File: src/rtl/sata_slot_pkg.sv
package sata_slot_pkg;

  typedef enum logic [2:0] {
    A_ISSUE  = 3'd0,
    A_ACTIVE = 3'd1,
    A_CTRL   = 3'd2,
    A_ISTAT  = 3'd3,
    A_IEN    = 3'd4,
    A_ERR    = 3'd5,
    A_TFSTAT = 3'd6
  } reg_addr_e;

  localparam int ST_ERR  = 0;
  localparam int ST_DRQ  = 3;
  localparam int ST_BSY  = 7;

  localparam int ISTAT_W = 3;
  localparam int IS_RDONE = 0;
  localparam int IS_SDB   = 1;
  localparam int IS_TFE   = 2;

  localparam int ERR_W     = 2;
  localparam int ER_DEVERR = 0;
  localparam int ER_DROP   = 1;

  localparam logic EV_REG = 1'b0;
  localparam logic EV_SDB = 1'b1;

  typedef struct packed {
    logic go_fatal;
    logic set_rdone;
    logic set_sdb;
    logic drop;
    logic tf_load;
  } evt_act_t;

endpackage

File: src/rtl/slot_evt_decode.sv
module slot_evt_decode
  import sata_slot_pkg::*;
#(
  parameter int NUM_SLOTS = 32
) (
  input  logic                         evt_valid,
  input  logic                         evt_kind,
  input  logic                         sts_err,
  input  logic                         sts_bsy,
  input  logic                         sts_drq,
  input  logic                         evt_irq,
  input  logic [$clog2(NUM_SLOTS)-1:0] evt_slot,
  input  logic [NUM_SLOTS-1:0]         evt_mask,
  input  logic                         running,
  input  logic                         fatal,
  output logic [NUM_SLOTS-1:0]         ci_clr,
  output logic [NUM_SLOTS-1:0]         sact_clr,
  output evt_act_t                     act
);
  localparam logic [NUM_SLOTS-1:0] ONE = NUM_SLOTS'(1);

  logic accept;
  assign accept = evt_valid & running;

  always_comb begin
    ci_clr   = '0;
    sact_clr = '0;
    act      = '0;
    act.drop = evt_valid & fatal;
    if (accept) begin
      act.tf_load = 1'b1;
      if (sts_err) begin
        act.go_fatal = 1'b1;
      end else if (evt_kind == EV_REG) begin
        if (!sts_bsy && !sts_drq) begin
          ci_clr        = ONE << evt_slot;
          act.set_rdone = evt_irq;
        end
      end else begin
        sact_clr    = evt_mask;
        act.set_sdb = evt_irq;
      end
    end
  end
endmodule

File: src/rtl/slot_bank.sv
module slot_bank #(
  parameter int NUM_SLOTS = 32
) (
  input  logic                 clk,
  input  logic                 rst,
  input  logic                 wipe,
  input  logic [NUM_SLOTS-1:0] set_mask,
  input  logic [NUM_SLOTS-1:0] clr_mask,
  output logic [NUM_SLOTS-1:0] bits
);
  for (genvar g = 0; g < NUM_SLOTS; g++) begin : g_slot
    always_ff @(posedge clk) begin
      if (rst || wipe)      bits[g] <= 1'b0;
      else if (set_mask[g]) bits[g] <= 1'b1;
      else if (clr_mask[g]) bits[g] <= 1'b0;
    end
  end
endmodule

File: src/rtl/slot_irq_unit.sv
module slot_irq_unit #(
  parameter int W = 3
) (
  input  logic         clk,
  input  logic         rst,
  input  logic [W-1:0] set_vec,
  input  logic [W-1:0] w1c_vec,
  input  logic         ien_we,
  input  logic [W-1:0] ien_wdata,
  output logic [W-1:0] istat,
  output logic [W-1:0] ien,
  output logic         irq
);
  logic [W-1:0] istat_n, ien_n;

  assign istat_n = (istat & ~w1c_vec) | set_vec;
  assign ien_n   = ien_we ? ien_wdata : ien;

  always_ff @(posedge clk) begin
    if (rst) begin
      istat <= '0;
      ien   <= '0;
      irq   <= 1'b0;
    end else begin
      istat <= istat_n;
      ien   <= ien_n;
      irq   <= |(istat_n & ien_n);
    end
  end
endmodule

File: src/rtl/sata_slot_tracker.sv
module sata_slot_tracker
  import sata_slot_pkg::*;
#(
  parameter int NUM_SLOTS = 32,
  parameter int STS_W     = 8
) (
  input  logic                         clk,
  input  logic                         rst,
  input  logic                         reg_wr,
  input  logic [2:0]                   reg_addr,
  input  logic [NUM_SLOTS-1:0]         reg_wdata,
  output logic [NUM_SLOTS-1:0]         reg_rdata,
  input  logic                         evt_valid,
  input  logic                         evt_kind,
  input  logic [STS_W-1:0]             evt_sts,
  input  logic                         evt_irq,
  input  logic [$clog2(NUM_SLOTS)-1:0] evt_slot,
  input  logic [NUM_SLOTS-1:0]         evt_mask,
  input  logic                         comreset,
  output logic                         irq
);
  logic                 start_q, fatal_q;
  logic [ERR_W-1:0]     errreg_q;
  logic [STS_W-1:0]     tfstat_q;
  logic [NUM_SLOTS-1:0] ci_q, sact_q;
  logic [NUM_SLOTS-1:0] ci_clr, sact_clr, ci_set, sact_set;
  logic [ISTAT_W-1:0]   istat_q, ien_q, istat_set, istat_w1c;
  logic [ERR_W-1:0]     err_w1c;
  evt_act_t             act;
  logic                 running, stop;
  logic                 wr_issue, wr_active, wr_ctrl, wr_istat, wr_ien, wr_err;

  assign running   = start_q & ~fatal_q;
  assign wr_issue  = reg_wr && (reg_addr == A_ISSUE);
  assign wr_active = reg_wr && (reg_addr == A_ACTIVE);
  assign wr_ctrl   = reg_wr && (reg_addr == A_CTRL);
  assign wr_istat  = reg_wr && (reg_addr == A_ISTAT);
  assign wr_ien    = reg_wr && (reg_addr == A_IEN);
  assign wr_err    = reg_wr && (reg_addr == A_ERR);
  assign stop      = wr_ctrl && start_q && !reg_wdata[0];

  assign ci_set    = (wr_issue  && running) ? reg_wdata : '0;
  assign sact_set  = (wr_active && running) ? reg_wdata : '0;
  assign istat_w1c = wr_istat ? reg_wdata[ISTAT_W-1:0] : '0;
  assign err_w1c   = wr_err   ? reg_wdata[ERR_W-1:0]   : '0;

  always_comb begin
    istat_set           = '0;
    istat_set[IS_RDONE] = act.set_rdone;
    istat_set[IS_SDB]   = act.set_sdb;
    istat_set[IS_TFE]   = act.go_fatal;
  end

  slot_evt_decode #(.NUM_SLOTS(NUM_SLOTS)) u_dec (
    .evt_valid (evt_valid),
    .evt_kind  (evt_kind),
    .sts_err   (evt_sts[ST_ERR]),
    .sts_bsy   (evt_sts[ST_BSY]),
    .sts_drq   (evt_sts[ST_DRQ]),
    .evt_irq   (evt_irq),
    .evt_slot  (evt_slot),
    .evt_mask  (evt_mask),
    .running   (running),
    .fatal     (fatal_q),
    .ci_clr    (ci_clr),
    .sact_clr  (sact_clr),
    .act       (act)
  );

  slot_bank #(.NUM_SLOTS(NUM_SLOTS)) u_issue (
    .clk(clk), .rst(rst), .wipe(stop),
    .set_mask(ci_set), .clr_mask(ci_clr), .bits(ci_q)
  );

  slot_bank #(.NUM_SLOTS(NUM_SLOTS)) u_active (
    .clk(clk), .rst(rst), .wipe(stop),
    .set_mask(sact_set), .clr_mask(sact_clr), .bits(sact_q)
  );

  slot_irq_unit #(.W(ISTAT_W)) u_irq (
    .clk       (clk),
    .rst       (rst),
    .set_vec   (istat_set),
    .w1c_vec   (istat_w1c),
    .ien_we    (wr_ien),
    .ien_wdata (reg_wdata[ISTAT_W-1:0]),
    .istat     (istat_q),
    .ien       (ien_q),
    .irq       (irq)
  );

  always_ff @(posedge clk) begin
    if (rst) begin
      start_q  <= 1'b0;
      fatal_q  <= 1'b0;
      errreg_q <= '0;
      tfstat_q <= '0;
    end else begin
      if (wr_ctrl) start_q <= reg_wdata[0];
      if (stop)              fatal_q <= 1'b0;
      else if (act.go_fatal) fatal_q <= 1'b1;
      errreg_q[ER_DEVERR] <= (errreg_q[ER_DEVERR] & ~err_w1c[ER_DEVERR]) | act.go_fatal;
      errreg_q[ER_DROP]   <= (errreg_q[ER_DROP]   & ~err_w1c[ER_DROP])   | act.drop;
      if (comreset)         tfstat_q <= '0;
      else if (act.tf_load) tfstat_q <= evt_sts;
    end
  end

  logic [NUM_SLOTS-1:0] rd_n;
  always_comb begin
    rd_n = '0;
    case (reg_addr)
      A_ISSUE:  rd_n = ci_q;
      A_ACTIVE: rd_n = sact_q;
      A_CTRL:   rd_n[1:0] = {fatal_q, start_q};
      A_ISTAT:  rd_n[ISTAT_W-1:0] = istat_q;
      A_IEN:    rd_n[ISTAT_W-1:0] = ien_q;
      A_ERR:    rd_n[ERR_W-1:0] = errreg_q;
      A_TFSTAT: rd_n[STS_W-1:0] = tfstat_q;
      default:  rd_n = '0;
    endcase
  end

  always_ff @(posedge clk) begin
    if (rst) reg_rdata <= '0;
    else     reg_rdata <= rd_n;
  end
endmodule

File: config.mk
export PLATFORM = sky130hd
export DESIGN_NAME = sata_slot_tracker
export DESIGN_NICKNAME = d
export VERILOG_FILES = /design/src/rtl/sata_slot_pkg.sv /design/src/rtl/slot_evt_decode.sv /design/src/rtl/slot_bank.sv /design/src/rtl/slot_irq_unit.sv /design/src/rtl/sata_slot_tracker.sv
export SDC_FILE = /design/constraint.sdc
export NUM_CORES = 1
export LEC_CHECK = 0
export BUFFER_PORTS_ARGS = -buffer_cell sky130_fd_sc_hd__buf_4
export CAP_MARGIN = 20
export CORE_MARGIN = 2
export CORE_UTILIZATION = 45
export DETAILED_ROUTE_END_ITERATION = 12
export PLACE_DENSITY = 0.68
export SETUP_SLACK_MARGIN = 0.5
export SLEW_MARGIN = 20
export SYNTH_ARGS = -nofsm -noshare
export SYNTH_HDL_FRONTEND = slang
export SYNTH_HIERARCHICAL = 1
export SYNTH_SLANG_ARGS = --single-unit
File: constraint.sdc
create_clock -name clk -period 2.76 [get_ports clk]
set_input_delay 0.552 -clock clk [delete_from_list [all_inputs] [get_ports clk]]
set_output_delay 0.552 -clock clk [all_outputs]
set_load 0.02 [all_outputs]
==> results of run 1 <==
==> worst reg2reg max path, cell delays in order, from the launching register on <==
cell and delay, ns:
dfxtp_1 0.45, nor2b_1 0.36, and4b_2 0.68, and2_1 0.25
nand2b_1 0.11, a21oi_1 0.06
==> power groups by stage <==
| stage | Combinational [mW] | Clock [mW] | Sequential, mW |
|---|---|---|---|
| 3_3_place_gp | 0.247 | 0 | 1.70 |
| 5_1_grt | 0.268 | 2.41 | 1.67 |
| 2_1_floorplan | 0.123 | 0 | 1.71 |
| 6_report | 0.249 | 2.30 | 1.67 |
| 4_1_cts | 0.250 | 2.34 | 1.67 |
| 3_5_place_dp | 0.249 | 0 | 1.70 |
==> cell usage in the layout (no fill, tap or decap), types with 3 or more instances in the layout <==
cell type and n:
a21oi_1 11, a21oi_2 60, a22oi_1 29, and2_1 99, buf_4 133, bufinv_16 4, clkbuf_1 3, clkbuf_16 17
clkinv_2 4, dfxtp_1 115, inv_1 72, mux2_2 6, mux2i_1 15, nand2_1 3, nand2b_1 64, nand3b_1 6
nor2_1 46, nor3_1 14, nor3_2 10, nor4_1 9, nor4_2 5, o21ai_0 4, or2_2 5
==> cell type report <==
class	count	area share, %
inverters	72	3.66
multi-input cells	422	40.3
clock inverters	10	2.10
repair buffers	133	13.5
well taps	172	2.92
clock buffers	22	6.29
flip-flops and latches	115	31.2
==> stage by stage <==
step	setup WS (ns)	power [mW]	hold slack (ns)	instances	utilization, %
after detailed placement	0.495	1.95	0.465	914	53.6
after floorplan	0.860	1.83	0.447	652	-
final	0.721	4.22	0.379	946	58.5
after global placement	0.609	1.95	0.461	914	53.6
after CTS	0.710	4.26	0.360	946	58.5
after global routing	0.537	4.35	0.390	946	58.5
==> cell families after synthesis <==
kind of cell	after synthesis	synth area share (%)
AO/OA/AOI/OAI	112	15.3
buffers and inverters	115	9.75
flip-flops	115	39.4
multiplexers	22	4.11
AND/OR/NAND/NOR	288	31.5
==> metal layers <==
layer	up-vias	track usage (%)	share of wire [%]	wire length [microns]
li1	2359	-	-	-
met1	2209	26.3	46	6750
met2	127	35.9	48	6950
met3	14	6.30	4.7	693
met4	0	6.55	1.4	205
met5	-	0	0	0
==> flip-flops by register name, summed over array words and instances (netlist names) <==
register and flops:
start_q 1, tfstat_q 8, u_irq/irq 1, reg_rdata 32
errreg_q 2, u_issue/bits 32, fatal_q 1, u_irq/ien 3
u_irq/istat 3, u_active/bits 32
==> synthesized netlist by cell type, drive strengths merged <==
cell	n	area, sq um
nor4bb	1	10.0
or2	5	31.3
nor3	25	180
a31oi	2	12.5
nor3b	4	46.3
or4b	1	13.8
clkbuf	15	60.1
o2bb2ai	1	15.0
nand2	3	11.3
o211a	1	10.0
a32o	1	10.0
or4	2	15.0
and2	99	619
and4b	3	32.5
o22a	1	8.76
mux2i	15	150
a211oi	1	7.51
nor2b	2	12.5
dfxtp	115	2300
buf	28	239
or3b	3	26.3
a21oi	71	581
nand2b	64	400
nor2	46	173
nand4bb	3	50.1
nor4	14	119
and3b	2	17.5
a22oi	29	218
nand4b	2	17.5
mux4	1	22.5
and3	1	6.26
inv	72	270
o31a	1	8.76
nand3	2	10.0
o21ai	4	20.0
mux2	6	67.6
nand3b	6	45.0
==> worst paths after layout <==
check / start / end / slack (ns) / depth (start not counted)
worst max-delay path: start_q / u_active/bits[31] / 0.72 / 5
worst max register to register: start_q / u_active/bits[31] / 0.72 / 5
worst min-delay path: evt_sts[4] / tfstat_q[4] / 0.38 / 3
worst min register to register: u_active/bits[31] / u_active/bits[31] / 0.48 / 2
==> results.md, run 1 <==
- Status: complete, no violations
- CTS resizes: 0
- Synth Warn #: 6
- Crit. End Element: flop
- Psw: around 890 uW
- Dpl hpwl: 10300 microns
- Register area: about 0.0023 sq mm
- Power per cell area: between 500 and 600 mW/mm^2
- Max cap viols: 0
- Area of the core: 0.0126 sq mm
- Clk_skew: roughly 0.0042 ns
- Final nets: about 850
- DRT iter0 DRCs: 251
- Syn nets: 739
- WP data arrival: 2.32 ns
- H-tree levels: 4
- Share of post-route cells with drive strength above 1: 33.5%
- Largest net degree at the start of global routing: 45
- Type of the worst setup path: flop to flop
- Seq cells post-synth: approximately 120
- Logic gate share of total power: between 5 and 6%
- Endpoints failing setup: 0
- Min Tclk post-route: just over 2 ns
- WP buf/inv: 0
- Clock-pin slew on the worst setup and hold paths: roughly 0.05 ns
- FP Rows: just over 40
- Wire length per cell: 15.4 microns
- CTS tree: built
- CP required: 3.04 ns
- RSZ-0062 raised after global routing: no
- Clock Sink Count: 115
- Max Freq: ~0.49 GHz
- CTS Buf Count: 17
- Register area share after synthesis: roughly two fifths
- Sequential Power Share: 39.6%
- Diode count: 0
- Post-CTS Setup Inserts: 0
- Netlist Area Pre-Place: around 0.006 sq mm
- Setup TNS: 0 ns
- Grt total ovfl: 0
- Ports: 120
- Max incr delay on CP: 0.68 ns
- First-pass GRT wire length: roughly 24000 microns
- Starting density of the core: between 40% and 50%
- Routability congestion estimate: about 0.85
- Max Slew Vio Count: 0
- DRC: 0
- Layout area overhead: 26.4%
- Hold crit path type: primary input to flop
- Synth cell types: 51
- P_leak: 2.67 nW
- Crit path max-delay family: simple AND/OR/NAND/NOR gates
- Max-slew headroom: about three fifths
- Total Die Area: 0.0139 sq mm
- Footprint of the multi-input gates: approximately 0.0030 sq mm
- Total Wirelength: 14600 microns
- Slew @ Worst Pin: between 0.5 and 0.6 ns
- Die X: 118 microns
- Initial antenna violation count: 0
- Critical Path Fanout Max: 32
- VDD IR max: around 460 uV
- Placed Area: just under 0.007 sq mm
- GRT Total Usage: 21.4%
- Post-route cell area: 0.00738 sq mm
- Fin. Hold Viols: 0
- Drt pass-1 iters: 5
- PortBufs: ~120
- Clock Tree Root: clkbuf_16
- Vias in the first global route: 4731
- DR vias: 4709
- Crit start category: flop
- Syn Area/Cell: 8.96 sq um
- Vias per cell: 4.98
- Max stage delay cell, worst path: and4b_2
- Synth Instances: 652
- CP cell instances: nor2b_1, and4b_2, and2_1, nand2b_1, a21oi_1
- Filler instances: between 1000 and 1500
- Switching share of power: a little over a fifth
- Die height: 118 microns
- CTS max path bufs: 2
- Routed Antenna Nets: 0
- Worst-Skew Late Latency: ~0.41 ns
- CTS hold repair buffers: 0
- Clock power share: 54.5%
- Post-route clock period utilization: ~74%
- Internal power: between 3 and 4 mW
(Power assumes the default switching activity.)
==> inputs of run 2 (changes only) <==
Settings changed: PLACE_DENSITY 0.68 to 0.7.
Clock period 2.76 ns to 1.71 ns, I/O delays scaled along.
==> run 2 against run 1 <==
Critical path depth grew 3. Clock skew grew 0.0020 ns. Combinational power grew 100%. Critical path type unchanged. Largest power group unchanged.
==> results.md, run 2 (synthesis gave the netlist of run 1 again) <==
- Status: complete, no violations (unchanged)
- Area of the core: 0.0126 sq mm (unchanged)
- Crit-path most repeated cell: buf_6
- Total Wirelength: 16300 microns (was 14600 microns)
- Fin. Hold Viols: 0 (unchanged)
- Max stage delay cell, worst path: dfxtp_2 (was and4b_2)
- Layout area overhead: 41.8% (was 26.4%)
- Clock Sink Count: 115 (unchanged)
- VDD IR max: 592 uV (was 459 uV)
- Internal power: 4.95 mW (was 3.33 mW)
- Post-route clock period utilization: 92.0% (was 73.9%)
- Non-Filler Instances: 975 (was 946)
- First-pass GRT wire length: 25400 microns (was 23700 microns)
- Share of post-route cells with drive strength above 1: 47.9% (was 33.5%)
- Starting density of the core: 46.3% (unchanged)
- Critical Path Fanout Max: 8 (was 32)
- Largest net degree at the start of global routing: 30 (was 45)
- CTS hold repair buffers: 0 (unchanged)
- Clock Tree Root: clkbuf_16 (unchanged)
- Vias in the first global route: 4910 (was 4731)
- Type of the worst setup path: flop to flop (unchanged)
- Endpoints failing setup: 0 (unchanged)
- Die X: 118 microns (unchanged)
- Vias per cell: 5.12 (was 4.98)
- PortBufs: 119 (unchanged)
- Regs by FF count: reg_rdata: 32 flops, u_active/bits: 32 flops, u_issue/bits: 32 flops (unchanged)
- Max Freq: 0.635 GHz (was 0.491 GHz)
- Routed Antenna Nets: 0 (unchanged)
- Initial antenna violation count: 0 (unchanged)
- Routability congestion estimate: 0.893 (was 0.854)
- P_leak: 3.07 nW (was 2.67 nW)
- CTS tree: built (unchanged)
- Switching share of power: 22.5% (was 21.0%)
- Total Die Area: 0.0139 sq mm (unchanged)
- Clock power share: 49.9% (was 54.5%)
- Dpl hpwl: 10800 microns (was 10300 microns)
- Die height: 118 microns (unchanged)
- WP data arrival: 1.92 ns (was 2.32 ns)
- GRT Total Usage: 23.4% (was 21.4%)
- Clock-pin slew on the worst setup and hold paths: 0.05 ns (about the same)
- Grt total ovfl: 0 (unchanged)
- Max cap viols: 0 (unchanged)
- Wire length per cell: 16.8 microns (was 15.4 microns)
- Ports: 120 (unchanged)
- CP cell instances: buf_6, nand4bb_4, nor3b_4, buf_6, buf_6, and2_4, inv_2, a21oi_2 (was nor2b_1, and4b_2, and2_1, nand2b_1, a21oi_1)
- Commonest non-fill, non-tap cell in the layout: buf_4 (unchanged)
- DRC: 0 (unchanged)
- Diode count: 0 (unchanged)
- Drt pass-1 iters: 5 (unchanged)
- Sequential Power Share: 42.2% (was 39.6%)
- DP Cell Count: 924 (was 914)
- Logic gate share of total power: 7.9% (was 5.9%)
- WP buf/inv: 4 (was 0)
- Min Tclk post-route: 1.57 ns (was 2.04 ns)
- Final nets: 878 (was 848)
- Power, Total: 6.39 mW (was 4.22 mW)
- Clk_skew: 0.00618 ns (was 0.00421 ns)
- Reg2reg setup slack: 0.14 ns (was 0.72 ns)
- FP Rows: 41 (unchanged)
- Max Slew Vio Count: 0 (unchanged)
- Max-slew headroom: 70.8% (was 61.8%)
- CP required: 2.05 ns (was 3.04 ns)
- Max incr delay on CP: 0.33 ns (was 0.68 ns)
- Psw: 1.44 mW (was 888 uW)
- CTS Buf Count: 17 (unchanged)
- Crit path max-delay family: simple AND/OR/NAND/NOR gates (unchanged)
- H-tree levels: 4 (unchanged)
- Power per cell area: 772 mW/mm^2 (was 572 mW/mm^2)
- Filler instances: 1029 (was 1162)
- Crit start category: flop (unchanged)
- Slew @ Worst Pin: 0.438 ns (was 0.574 ns)
- RSZ-0062 raised after global routing: yes (was no)
- Crit. End Element: flop (unchanged)
- CTS max path bufs: 2 (unchanged)
- Worst-Skew Late Latency: 0.41 ns (about the same)
- Hold crit path type: primary input to flop (unchanged)
- Most frequent cells in the layout: buf_4 (105), dfxtp_1 (82), and2_1 (80) (was buf_4 (133), dfxtp_1 (115), and2_1 (99))
- Fin util: 65.6% (was 58.5%)
- DR vias: 4990 (was 4709)
- DRT iter0 DRCs: 300 (was 251)
run 2: cell count changes in the layout (fill, tap and decap cells not counted), sizes merged:
cell,change
buf,+28
clkbuf,+4
clkinvlp,-2
bufbuf,+1
and4b,+1
bufinv,-4
clkinv,+1
run 2: final timing paths:
path,from,cells after the start,endpoint
hold reg to reg,u_active/bits[18],2,u_active/bits[18]
setup / recovery,fatal_q,8,u_active/bits[23]
setup reg to reg,fatal_q,8,u_active/bits[23]
hold / removal,evt_sts[6],3,tfstat_q[6]
run 2: layout make-up:
class	count	area, sq um	share of cell area, %
clock buffers	26	509	6.15
flip-flops and latches	115	2340	28.3
clock inverters	5	25.0	0.302
repair buffers	162	1520	18.4
inverters	72	270	3.26
well taps	172	215	2.60
multi-input cells	423	3400	41.0
run 2: metrics by stage:
step | setup TNS [ns] | cell area (sq um) | setup slack, ns | hold slack, ns
floorplan | 0 | 6020 | 0.197 | 0.414
global placement | -0.302 | 6990 | -0.103 | 0.459
detailed placement | -0.179 | 6990 | -0.0459 | 0.466
CTS | 0 | 7950 | 0.149 | 0.159
global route | 0 | 8280 | 0.0218 | 0.174
finish | 0 | 8280 | 0.136 | 0.179
run 2: what timing repair did:
item,in CTS,in global routing
setup endpoints to repair,91,106
gates cloned,4,1
pin swaps,15,30
resized for setup,77,79
setup buffers,11,4
run 2: metal layers:
layer | vias up | wire, microns | GRT usage [%]
met5 | - | 0 | 0
met2 | 171 | 8040 | 38.6
li1 | 2428 | - | -
met4 | 0 | 361 | 9.41
met1 | 2362 | 7090 | 28.6
met3 | 29 | 856 | 6.64
run 2: worst register-to-register path: stages, from the launching register on:
cell and delay [ns]:
dfxtp_2 0.33, buf_6 0.11, nand4bb_4 0.22, nor3b_4 0.26
buf_6 0.16, buf_6 0.13, and2_4 0.14, inv_2 0.03
a21oi_2 0.11
run 2: power by group through the flow:
stage               logic (mW)  clock network, mW  registers [mW]
finish                   0.507               3.19            2.70
floorplan                0.227                  0            2.75
global route             0.536               3.36            2.69
global placement         0.446                  0            2.75
detailed placement       0.450                  0            2.75
CTS                      0.484               3.23            2.70
